<file path="src/rtl/die_status_pkg.sv">
package die_status_pkg;
  localparam logic [7:0] CMD_STAT     = 8'h70;
  localparam logic [7:0] CMD_STAT_SEL = 8'h78;
  localparam logic [7:0] CMD_ARRAY    = 8'h00;
  localparam int unsigned STAT_W      = 8;
  localparam int unsigned RDY_BIT     = 6;

  typedef enum logic {MODE_ARRAY = 1'b0, MODE_STATUS = 1'b1} out_mode_e;
endpackage

</file>
<file path="src/rtl/die_sel_ctrl.sv">
module die_sel_ctrl
  import die_status_pkg::*;
#(
  parameter int unsigned N_DIE   = 4,
  parameter int unsigned ROW_CYC = 3,
  localparam int unsigned DIE_W  = $clog2(N_DIE),
  localparam int unsigned CNT_W  = $clog2(ROW_CYC + 1)
) (
  input  logic             clk_i,
  input  logic             rst_ni,
  input  logic             cmd_stb_i,
  input  logic             addr_stb_i,
  input  logic [7:0]       io_i,
  input  logic             rdy_i,
  output logic [DIE_W-1:0] sel_o,
  output out_mode_e        mode_o,
  output logic             pend_o
);
  localparam logic [CNT_W-1:0] LAST = CNT_W'(ROW_CYC - 1);

  logic [CNT_W-1:0] cnt_q;
  logic             is_stat, is_sel;

  assign is_stat = (io_i == CMD_STAT);
  assign is_sel  = (io_i == CMD_STAT_SEL);

  always_ff @(posedge clk_i or negedge rst_ni) begin
    if (!rst_ni) begin
      sel_o  <= '0;
      mode_o <= MODE_ARRAY;
      pend_o <= 1'b0;
      cnt_q  <= '0;
    end else if (cmd_stb_i) begin
      if (is_stat) begin
        mode_o <= MODE_STATUS;
        pend_o <= 1'b0;
        cnt_q  <= '0;
      end else if (is_sel) begin
        mode_o <= MODE_STATUS;
        pend_o <= 1'b1;
        cnt_q  <= '0;
      end else if (rdy_i) begin
        // busy die ignores everything except the status commands
        mode_o <= MODE_ARRAY;
        pend_o <= 1'b0;
        cnt_q  <= '0;
      end
    end else if (addr_stb_i && pend_o) begin
      if (cnt_q == LAST) begin
        sel_o  <= io_i[7 -: DIE_W];
        pend_o <= 1'b0;
        cnt_q  <= '0;
      end else begin
        cnt_q <= cnt_q + 1'b1;
      end
    end
  end


  stat_keeps_sel_chk: assert property (@(posedge clk_i) disable iff (!rst_ni)
    cmd_stb_i && is_stat |=> $stable(sel_o) && mode_o == MODE_STATUS && !pend_o);


  array_cmd_chk: assert property (@(posedge clk_i) disable iff (!rst_ni)
    cmd_stb_i && io_i == CMD_ARRAY && rdy_i |=> mode_o == MODE_ARRAY);


  busy_ignore_chk: assert property (@(posedge clk_i) disable iff (!rst_ni)
    cmd_stb_i && !is_stat && !is_sel && !rdy_i
    |=> $stable(mode_o) && $stable(sel_o) && $stable(pend_o));


  stray_addr_chk: assert property (@(posedge clk_i) disable iff (!rst_ni)
    addr_stb_i && !cmd_stb_i && !pend_o |=> $stable(sel_o) && $stable(mode_o) && !pend_o);


  sel_done_chk: assert property (@(posedge clk_i) disable iff (!rst_ni)
    addr_stb_i && !cmd_stb_i && pend_o && cnt_q == LAST
    |=> !pend_o && sel_o == $past(io_i[7 -: DIE_W]));
endmodule

</file>
<file path="src/rtl/die_oe_gen.sv">
module die_oe_gen #(
  parameter int unsigned N_DIE  = 4,
  localparam int unsigned DIE_W = $clog2(N_DIE)
) (
  input  logic             clk_i,
  input  logic             rst_ni,
  input  logic             en_i,
  input  logic [DIE_W-1:0] sel_i,
  output logic [N_DIE-1:0] oe_o
);
  for (genvar i = 0; i < N_DIE; i++) begin : g_oe
    assign oe_o[i] = en_i && (sel_i == DIE_W'(i));
  end


  oe_onehot_chk: assert property (@(posedge clk_i) disable iff (!rst_ni)
    $onehot0(oe_o));
endmodule

</file>
<file path="src/rtl/die_stat_mux.sv">
module die_stat_mux
  import die_status_pkg::*;
#(
  parameter int unsigned N_DIE  = 4,
  localparam int unsigned DIE_W = $clog2(N_DIE)
) (
  input  logic [N_DIE*STAT_W-1:0] stat_i,
  input  logic [DIE_W-1:0]        sel_i,
  input  out_mode_e               mode_i,
  output logic [STAT_W-1:0]       dout_o,
  output logic                    rdy_o
);
  logic [STAT_W-1:0] cur;

  assign cur    = stat_i[sel_i*STAT_W +: STAT_W];
  assign rdy_o  = cur[RDY_BIT];
  assign dout_o = (mode_i == MODE_STATUS) ? cur : '0;
endmodule

</file>
<file path="src/rtl/die_status_sel.sv">
module die_status_sel
  import die_status_pkg::*;
#(
  parameter int unsigned N_DIE   = 4,
  parameter int unsigned ROW_CYC = 3,
  localparam int unsigned DIE_W  = $clog2(N_DIE)
) (
  input  logic                    clk_i,
  input  logic                    rst_ni,
  input  logic                    cmd_stb_i,
  input  logic                    addr_stb_i,
  input  logic [7:0]              io_i,
  input  logic                    ce_ni,
  input  logic                    re_ni,
  input  logic [N_DIE*STAT_W-1:0] die_status_i,
  output logic [N_DIE-1:0]        die_oe_o,
  output logic                    status_mode_o,
  output logic [STAT_W-1:0]       dout_o,
  output logic                    rdy_o
);
  logic [DIE_W-1:0] sel;
  out_mode_e        mode;
  logic             pend;
  logic             oe_en;

  die_sel_ctrl #(.N_DIE(N_DIE), .ROW_CYC(ROW_CYC)) u_ctrl (
    .clk_i, .rst_ni, .cmd_stb_i, .addr_stb_i, .io_i,
    .rdy_i(rdy_o), .sel_o(sel), .mode_o(mode), .pend_o(pend)
  );

  assign oe_en = !ce_ni && !re_ni && !pend;

  die_oe_gen #(.N_DIE(N_DIE)) u_oe (
    .clk_i, .rst_ni, .en_i(oe_en), .sel_i(sel), .oe_o(die_oe_o)
  );

  die_stat_mux #(.N_DIE(N_DIE)) u_mux (
    .stat_i(die_status_i), .sel_i(sel), .mode_i(mode),
    .dout_o, .rdy_o
  );

  assign status_mode_o = (mode == MODE_STATUS);


  oe_gate_chk: assert property (@(posedge clk_i) disable iff (!rst_ni)
    (ce_ni || re_ni) |-> die_oe_o == '0);


  pend_quiet_chk: assert property (@(posedge clk_i) disable iff (!rst_ni)
    pend |-> die_oe_o == '0);
endmodule

</file>
<file path="config.mk">
export PLATFORM = sky130hd
export DESIGN_NAME = die_status_sel
export DESIGN_NICKNAME = d
export VERILOG_FILES = /design/src/rtl/die_status_pkg.sv /design/src/rtl/die_sel_ctrl.sv /design/src/rtl/die_oe_gen.sv /design/src/rtl/die_stat_mux.sv /design/src/rtl/die_status_sel.sv
export SDC_FILE = /design/constraint.sdc
export NUM_CORES = 1
export LEC_CHECK = 0
export BUFFER_PORTS_ARGS = -buffer_cell sky130_fd_sc_hd__buf_2
export CAP_MARGIN = 20
export CORE_MARGIN = 3
export CORE_UTILIZATION = 30
export DETAILED_ROUTE_END_ITERATION = 12
export GPL_TIMING_DRIVEN = 0
export PLACE_DENSITY = 0.68
export SLEW_MARGIN = 20
export SYNTH_ARGS = -nofsm -noshare
export SYNTH_HDL_FRONTEND = slang
export SYNTH_HIERARCHICAL = 1
export SYNTH_SLANG_ARGS = --single-unit
</file>
<file path="constraint.sdc">
create_clock -name clk_i -period 2.4 [get_ports clk_i]
set_input_delay 0.12 -clock clk_i [delete_from_list [all_inputs] [get_ports clk_i]]
set_output_delay 0.12 -clock clk_i [all_outputs]
set_load 0.03 [all_outputs]
</file>
==> results of run 1 <==
[path summary, 6_finish.rpt]
kind,from,to
setup / recovery,u_ctrl/sel_o[0],u_ctrl/cnt_q[0]
hold / removal,io_i[7],u_ctrl/sel_o[1]
setup reg to reg,u_ctrl/sel_o[0],u_ctrl/cnt_q[0]
hold reg to reg,u_ctrl/cnt_q[1],u_ctrl/cnt_q[1]
max in group asynchronous,rst_ni,u_ctrl/mode_o
min in group asynchronous,rst_ni,u_ctrl/cnt_q[0]
[flip-flops by register name, summed over array words and instances, names as in the netlist]
signal         flops
u_ctrl/sel_o       2
u_ctrl/mode_o      1
u_ctrl/pend_o      1
u_ctrl/cnt_q       2
[per-layer routing]
layer,part of all wire (%),wire length [um]
met1,35,625
met2,50,885
met3,14,253
met4,0,0
met5,0,0
[power groups by stage]
stage                     clock [W]  sequential [W]  combinational, W
final                     0.0000880        0.000188          0.000347
after global routing      0.0000990        0.000199          0.000372
after CTS                 0.0000934        0.000189          0.000350
after detailed placement          0        0.000189          0.000348
after global placement            0        0.000188          0.000344
after floorplan                   0        0.000176          0.000267
[final cells by class]
type / count / area (um2) / area share [%]
Buffer: 2 / 16.27 / 1.662
Tap cell: 25 / 31.28 / 3.197
Inverter: 1 / 3.754 / 0.3836
Sequential cell: 6 / 150.1 / 15.35
Multi-Input combinational cell: 50 / 449.2 / 45.91
Clock buffer: 3 / 22.52 / 2.302
Timing Repair Buffer: 60 / 305.3 / 31.20
[cell families after synthesis]
| family | Yosys count |
|---|---|
| buffers and inverters | 3 |
| and+or+nand+nor | 20 |
| DFF | 6 |
| AOI/OAI and AO/OA | 12 |
| muxes | 18 |
[through the flow]
stage               std cells  hold WS [ns]
finish                    147        0.1339
global route              147        0.1312
CTS                       147        0.1281
detailed placement        143      -0.05112
global placement          143      -0.05129
floorplan                  59       -0.1756
[cell usage in the layout (no fill, tap or decap), types with 2 or more instances in the layout]
master    synthesis  routed
nand2_1           2       2
nand2b_1          2       2
and2_1            2       2
buf_2             1      60
mux2_2            2       2
and3b_1           3       3
dfrtp_1           6       6
mux2i_1          14      14
clkbuf_4          0       3
o22ai_1           7       7
[what timing repair did]
item	in CTS	in global routing
hold buffers	1	0
setup buffers	0	0
hold endpoints to repair	6	0
==> impl_metrics.ini, run 1 <==
[grt]
grt_use_met3_pct = 3.499
busiest_layer = met2
antenna_found_initial = 0
grt_pass1_wl_um = 2801
grt_pass1_vias = 708
met2_usage_pct = 27.12
grt_use_met1_pct = 13.19
grt_max_degree = 11
grt_overflow = 0
grtUsageTotal_pct = 13.54

[route]
routedWlPerCell_um = 12.00
first_iter_violations = 1
drt_first_pass_iters = 2
drc = 0
antenna_left = 0
viasPerCell = 4.878
num_vias = 717
routed_wl_um = 1764

[timing]
setup_viol = 0
setup_ws_ns = 0.4344
final_hold_viol_count = 0
min_period_over_period_pct = 81.90
tightest_slew_ns = 0.2725
max_freq_mhz = 508.8
rsz0062_at_grt = no
fin_skew_ns = 0.001255
slew_headroom_pct = 81.83
period_minus_slack_ns = 1.966
slew_violations = 0
fin_setup_tns_ns = 0

[synthesis]
yosysSeqAreaShare_pct = 24.24
synth_most_common_cell = mux2i_1
ys_seq_elements = 6
synthTopCellsByArea = dfrtp_1 (24%), mux2i_1 (23%), o22ai_1 (7.1%), and3b_1 (4.2%), mux2_2 (3.6%)
post_synth.cell_area_avg_um2 = 10.50
synth_compound_area_share_pct = 15.76
post-synth-top-area-fraction_pct = 24.24
synthXorXnorAreaFrac_pct = 0
synth_top_flop_cell = dfrtp_1
synth-edff-count = 0
synthArstFlopShare_pct = 100.0
synth_top_cell_by_area = dfrtp_1
synth_top_family_by_area = multiplexers
synth_common_cells = mux2i_1 (14), o22ai_1 (7), dfrtp_1 (6)
syn_area_um2 = 619.3
synth.distinct_cells = 29
muxShareOfSynthArea_pct = 31.72
synth_simple_gate_area_share_pct = 25.05
ys_warn_count = 6
synthAdderAreaFrac_pct = 0
syn_inst = 59
synth_fp_nets = 105

[power]
power_w = 0.0006229
switchingPower_w = 0.0002423
intPower_w = 0.0003806
peakVddDrop_uv = 323.9
leakage_nw = 0.5126
seqPwrFrac_pct = 30.1
sw_frac_of_total_pct = 38.90
power.density_mw_per_mm2 = 636.7
clockPowerShare_pct = 14.1
pwr-share-comb_pct = 55.8

[outcome]
status = finished clean

[worst_setup_path]
crit_cells = 4
worstSetupStartpointType = flip-flop
path_buf_inv = 0
rr_worst_depth = 4
critPathMaxStageDelay_ns = 0.56
worstPathRequired_ns = 2.52
r2r_slack_ns = 0.43
cp_max_fo = 8
path_delay_family = multiplexers
worst-setup-path-type = flip-flop to flip-flop
cp_slowest_cell = mux4_2
crit_path_end_kind = flip-flop
crit_path_cell_trace = mux4_2 -> and2_1 -> a211oi_4 -> mux2_1
arrival_ns = 2.08

[min_path]
whs_path_depth = 2
min_path_type = primary input to flip-flop

[clocking]
cts_resized = 0
clk_pin_slew_ns = 0.04
cts_root_buf = clkbuf_4
clk_latency_ns = 0.24
h-tree-depth = 1
cts_buffer_depth = 2
clock-sinks = 6
cts_tree = built
numCtsBuffers = 3

[floorplan]
initial_core_util_pct = 33.67
rows = 15
design.portCount = 60
die_w_um = 51.44
dieHeight_um = 51.44
dieArea_mm2 = 0.002646
core_mm2 = 0.001839

[final_layout]
layout-area-overhead-vs-synth_pct = 57.98
final_util_pct = 53.20
layout.nets = 170
fin_area_um2 = 978.4
drive_gt1_share_pct = 59.84
diodes = 0
nFillCells = 184

[placed_design]
placed_area_um2 = 945.9
place_congestion = 0.6991
port_buffers = 59
pre_cts_slack_ns = 0.4160
dp.final_hpwl_um = 1499

[job]
max-cap-violations = 0
No activity file was read; power rests on OpenSTA's default activity.
==> inputs of run 2 (changes only) <==
--- a/config.mk
+++ b/config.mk
@@ -5,13 +5,13 @@
 export SDC_FILE = /design/constraint.sdc
 export NUM_CORES = 1
 export LEC_CHECK = 0
+export ABC_AREA = 1
 export BUFFER_PORTS_ARGS = -buffer_cell sky130_fd_sc_hd__buf_2
 export CAP_MARGIN = 20
 export CORE_MARGIN = 3
 export CORE_UTILIZATION = 30
 export DETAILED_ROUTE_END_ITERATION = 12
 export GPL_TIMING_DRIVEN = 0
-export PLACE_DENSITY = 0.68
 export SLEW_MARGIN = 20
 export SYNTH_ARGS = -nofsm -noshare
 export SYNTH_HDL_FRONTEND = slang
==> constraint.sdc (replaced) <==
create_clock -name clk_i -period 1.9 [get_ports clk_i]
set_input_delay 0.095 -clock clk_i [delete_from_list [all_inputs] [get_ports clk_i]]
set_output_delay 0.095 -clock clk_i [all_outputs]
set_load 0.03 [all_outputs]
==> run 2 against run 1 <==
Power fell by 42%. Critical path depth is 7 higher. Register-to-register slack lost 0.21 ns. Clock-buffer cell count is the same. Cell count up 63%. Critical path type unchanged. Largest cell class unchanged.
==> impl_metrics.ini, run 2 <==
[worst_setup_path]
crit_path_cell_trace = buf_2 -> inv_1 -> nand3_1 -> nand2_1 -> inv_1 -> nand2_1 -> inv_1 -> nor2_1 -> nand2_2 -> nand2_1 -> o21ai_0
critPathMaxStageDelay_ns = 0.40
reg2reg_to = u_ctrl/cnt_q[0]
cp_max_fo = 9
r2r-start = u_ctrl/sel_o[1]
arrival_ns = 1.80
worstPathRequired_ns = 2.02
crit_path_end_kind = flip-flop
worstSetupStartpointType = flip-flop
cp_slowest_cell = dfrtp_1
worst-setup-path-type = flip-flop to flip-flop
r2r_slack_ns = 0.22
rr_worst_depth = 11
critPathLaunch = u_ctrl/sel_o[1]

[synthesis]
synth_fp_nets = 194
syn_area_um2 = 767.0
synth-edff-count = 0
synth_top_flop_cell = dfrtp_1
synth_common_cells = nand2_1 (47), inv_1 (43), nand3_1 (18)
post-synth-top-area-fraction_pct = 23.00
synth.distinct_cells = 17
synth_top_cell_by_area = nand2_1
post_synth.cell_area_avg_um2 = 5.182
ys_warn_count = 6
yosysSeqAreaShare_pct = 19.58
synth_most_common_cell = nand2_1
ys_seq_elements = 6
synthTopCellsByArea = nand2_1 (23%), inv_1 (21%), dfrtp_1 (20%), nand3_1 (12%), a21oi_1 (4.6%)
syn_inst = 148
synthArstFlopShare_pct = 100.0

[route]
viasPerCell = 4.477
drt_first_pass_iters = 4
routed_wl_um = 2255
antenna_left = 0
num_vias = 1070
routedWlPerCell_um = 9.435
first_iter_violations = 27
drc = 0

[placed_design]
place_congestion = 0.7858
placed_area_mm2 = 0.001097
dp.final_hpwl_um = 1874
port_buffers = 59
pre_cts_slack_ns = 0.2386
dpl.cell_count = 235

[final_layout]
fin_area_mm2 = 0.001130
layout-area-overhead-vs-synth_pct = 47.31
diodes = 0
final_util_pct = 48.73
reg_top3 = u_ctrl/cnt_q (2), u_ctrl/sel_o (2)
instances_no_fill = 239
layout.nets = 259
mostFrequentLayoutCells = buf_2 (60), nand2_1 (47), inv_1 (43)
drive_gt1_share_pct = 35.07
final_common_cell = buf_2

[power]
pwr-share-comb_pct = 30.8
clockPowerShare_pct = 31.6
seqPwrFrac_pct = 37.6
intPower_w = 0.0002602
power.density_mw_per_mm2 = 322.3
peakVddDrop_uv = 242.1
switchingPower_w = 0.0001039
sw_frac_of_total_pct = 28.55
leakage_nw = 0.7668

[timing]
max_freq_mhz = 596.1
setup_viol = 0
period_minus_slack_ns = 1.678
tightest_slew_ns = 0.2738
min_period_over_period_pct = 88.30
setup_ws_ns = 0.2223
final_hold_viol_count = 0
slew_headroom_pct = 81.73
slew_violations = 0
fin_skew_ns = 0.003892
fin_setup_tns_ns = 0
rsz0062_at_grt = no

[clocking]
cts_buffer_depth = 2
cts_tree = built
clk_latency_ns = 0.24
postCtsHoldBufs = 1
h-tree-depth = 1
postCtsSetupRepairBufs = 0
cts_root_buf = clkbuf_4
clock-sinks = 6
numCtsBuffers = 3
clk_pin_slew_ns = 0.05
cts_resized = 0

[grt]
grt_pass1_vias = 946
grtUsageTotal_pct = 14.11
grt_overflow = 0
grt_pass1_wl_um = 3746
grt_max_degree = 11
antenna_found_initial = 0

[floorplan]
dieHeight_um = 56.57
core_mm2 = 0.002318
rows = 17
dieArea_mm2 = 0.003200
initial_core_util_pct = 33.08
design.portCount = 60
die_w_um = 56.57

[min_path]
hold_start = io_i[6]
whs_path_depth = 3
holdPathEnd = u_ctrl/sel_o[0]
min_path_type = primary input to flip-flop

[outcome]
status = finished clean

[job]
max-cap-violations = 0
## run 2: cell types whose count changed in the layout (fill, tap and decap cells not counted), sizes merged, moves of 3 or more
cell	delta
mux2	-3
o22ai	-7
mux2i	-14
nand3	+18
nand2	+50
a21oi	+7
nor2	+9
o21ai	+3
inv	+43
and3b	-3
## run 2: kinds of logic after synthesis
| group | Yosys count | share of synthesized area (%) |
|---|---|---|
| flip-flops | 6 | 19.58 |
| AND/OR/NAND/NOR | 82 | 45.84 |
| buffers and inverters | 48 | 26.43 |
| AO/OA/AOI/OAI | 12 | 8.157 |
## run 2: worst max path at each step
| stage | end | slack, ns | cells after the start |
|---|---|---|---|
| finish | u_ctrl/cnt_q[0] | 0.22 | 11 |
| detailed placement | u_ctrl/cnt_q[0] | 0.24 | 11 |
| global placement | u_ctrl/cnt_q[0] | 0.25 | 11 |
| global route | u_ctrl/cnt_q[1] | 0.03 | 10 |
| CTS | dout_o[2] | 0.21 | 5 |
| floorplan | u_ctrl/cnt_q[0] | 0.31 | 11 |
## run 2: power groups by stage
| stage | logic [W] | registers, W | clock network, W |
|---|---|---|---|
| final | 0.000112 | 0.000137 | 0.000115 |
| after global routing | 0.000127 | 0.000137 | 0.000131 |
| after CTS | 0.000112 | 0.000137 | 0.000120 |
| after detailed placement | 0.000110 | 0.000138 | 0 |
| after global placement | 0.000107 | 0.000138 | 0 |
| after floorplan | 0.0000525 | 0.000138 | 0 |
## run 2: area by class of cell
| type | count | area (um2) |
|---|---|---|
| flip-flops and latches | 6 | 150.1 |
| repair buffers | 60 | 305.3 |
| plain buffers | 4 | 35.03 |
| fillers | 249 | 1189 |
| multi-input cells | 94 | 414.1 |
| clock buffers | 3 | 22.52 |
| inverters | 44 | 167.7 |
| well taps | 28 | 35.03 |
## run 2: metal layers
| layer | part of all wire, % | global-route usage, % | vias to the layer above |
|---|---|---|---|
| li1 | - | - | 563 |
| met1 | 43 | 16.39 | 460 |
| met2 | 48 | 25.74 | 47 |
| met3 | 9.0 | 2.299 | 0 |
| met4 | 0 | 4.746 | 0 |
| met5 | 0 | 0 | - |
## run 2: worst max-delay path: cells and delay by family, from the launching register on
family / cells / cell delay, ns
compound gates: 1 / 0.07
buf+inv: 4 / 0.53
flops: 1 / 0.40
simple gates: 6 / 0.54
## run 2: stage by stage
step / hold slack [ns] / power, W
6_report: 0.1111 / 0.0003641
5_1_grt: 0.1162 / 0.0003948
4_1_cts: 0.1074 / 0.0003693
3_5_place_dp: -0.07141 / 0.0002487
3_3_place_gp: -0.07306 / 0.0002447
2_1_floorplan: -0.2006 / 0.0001906
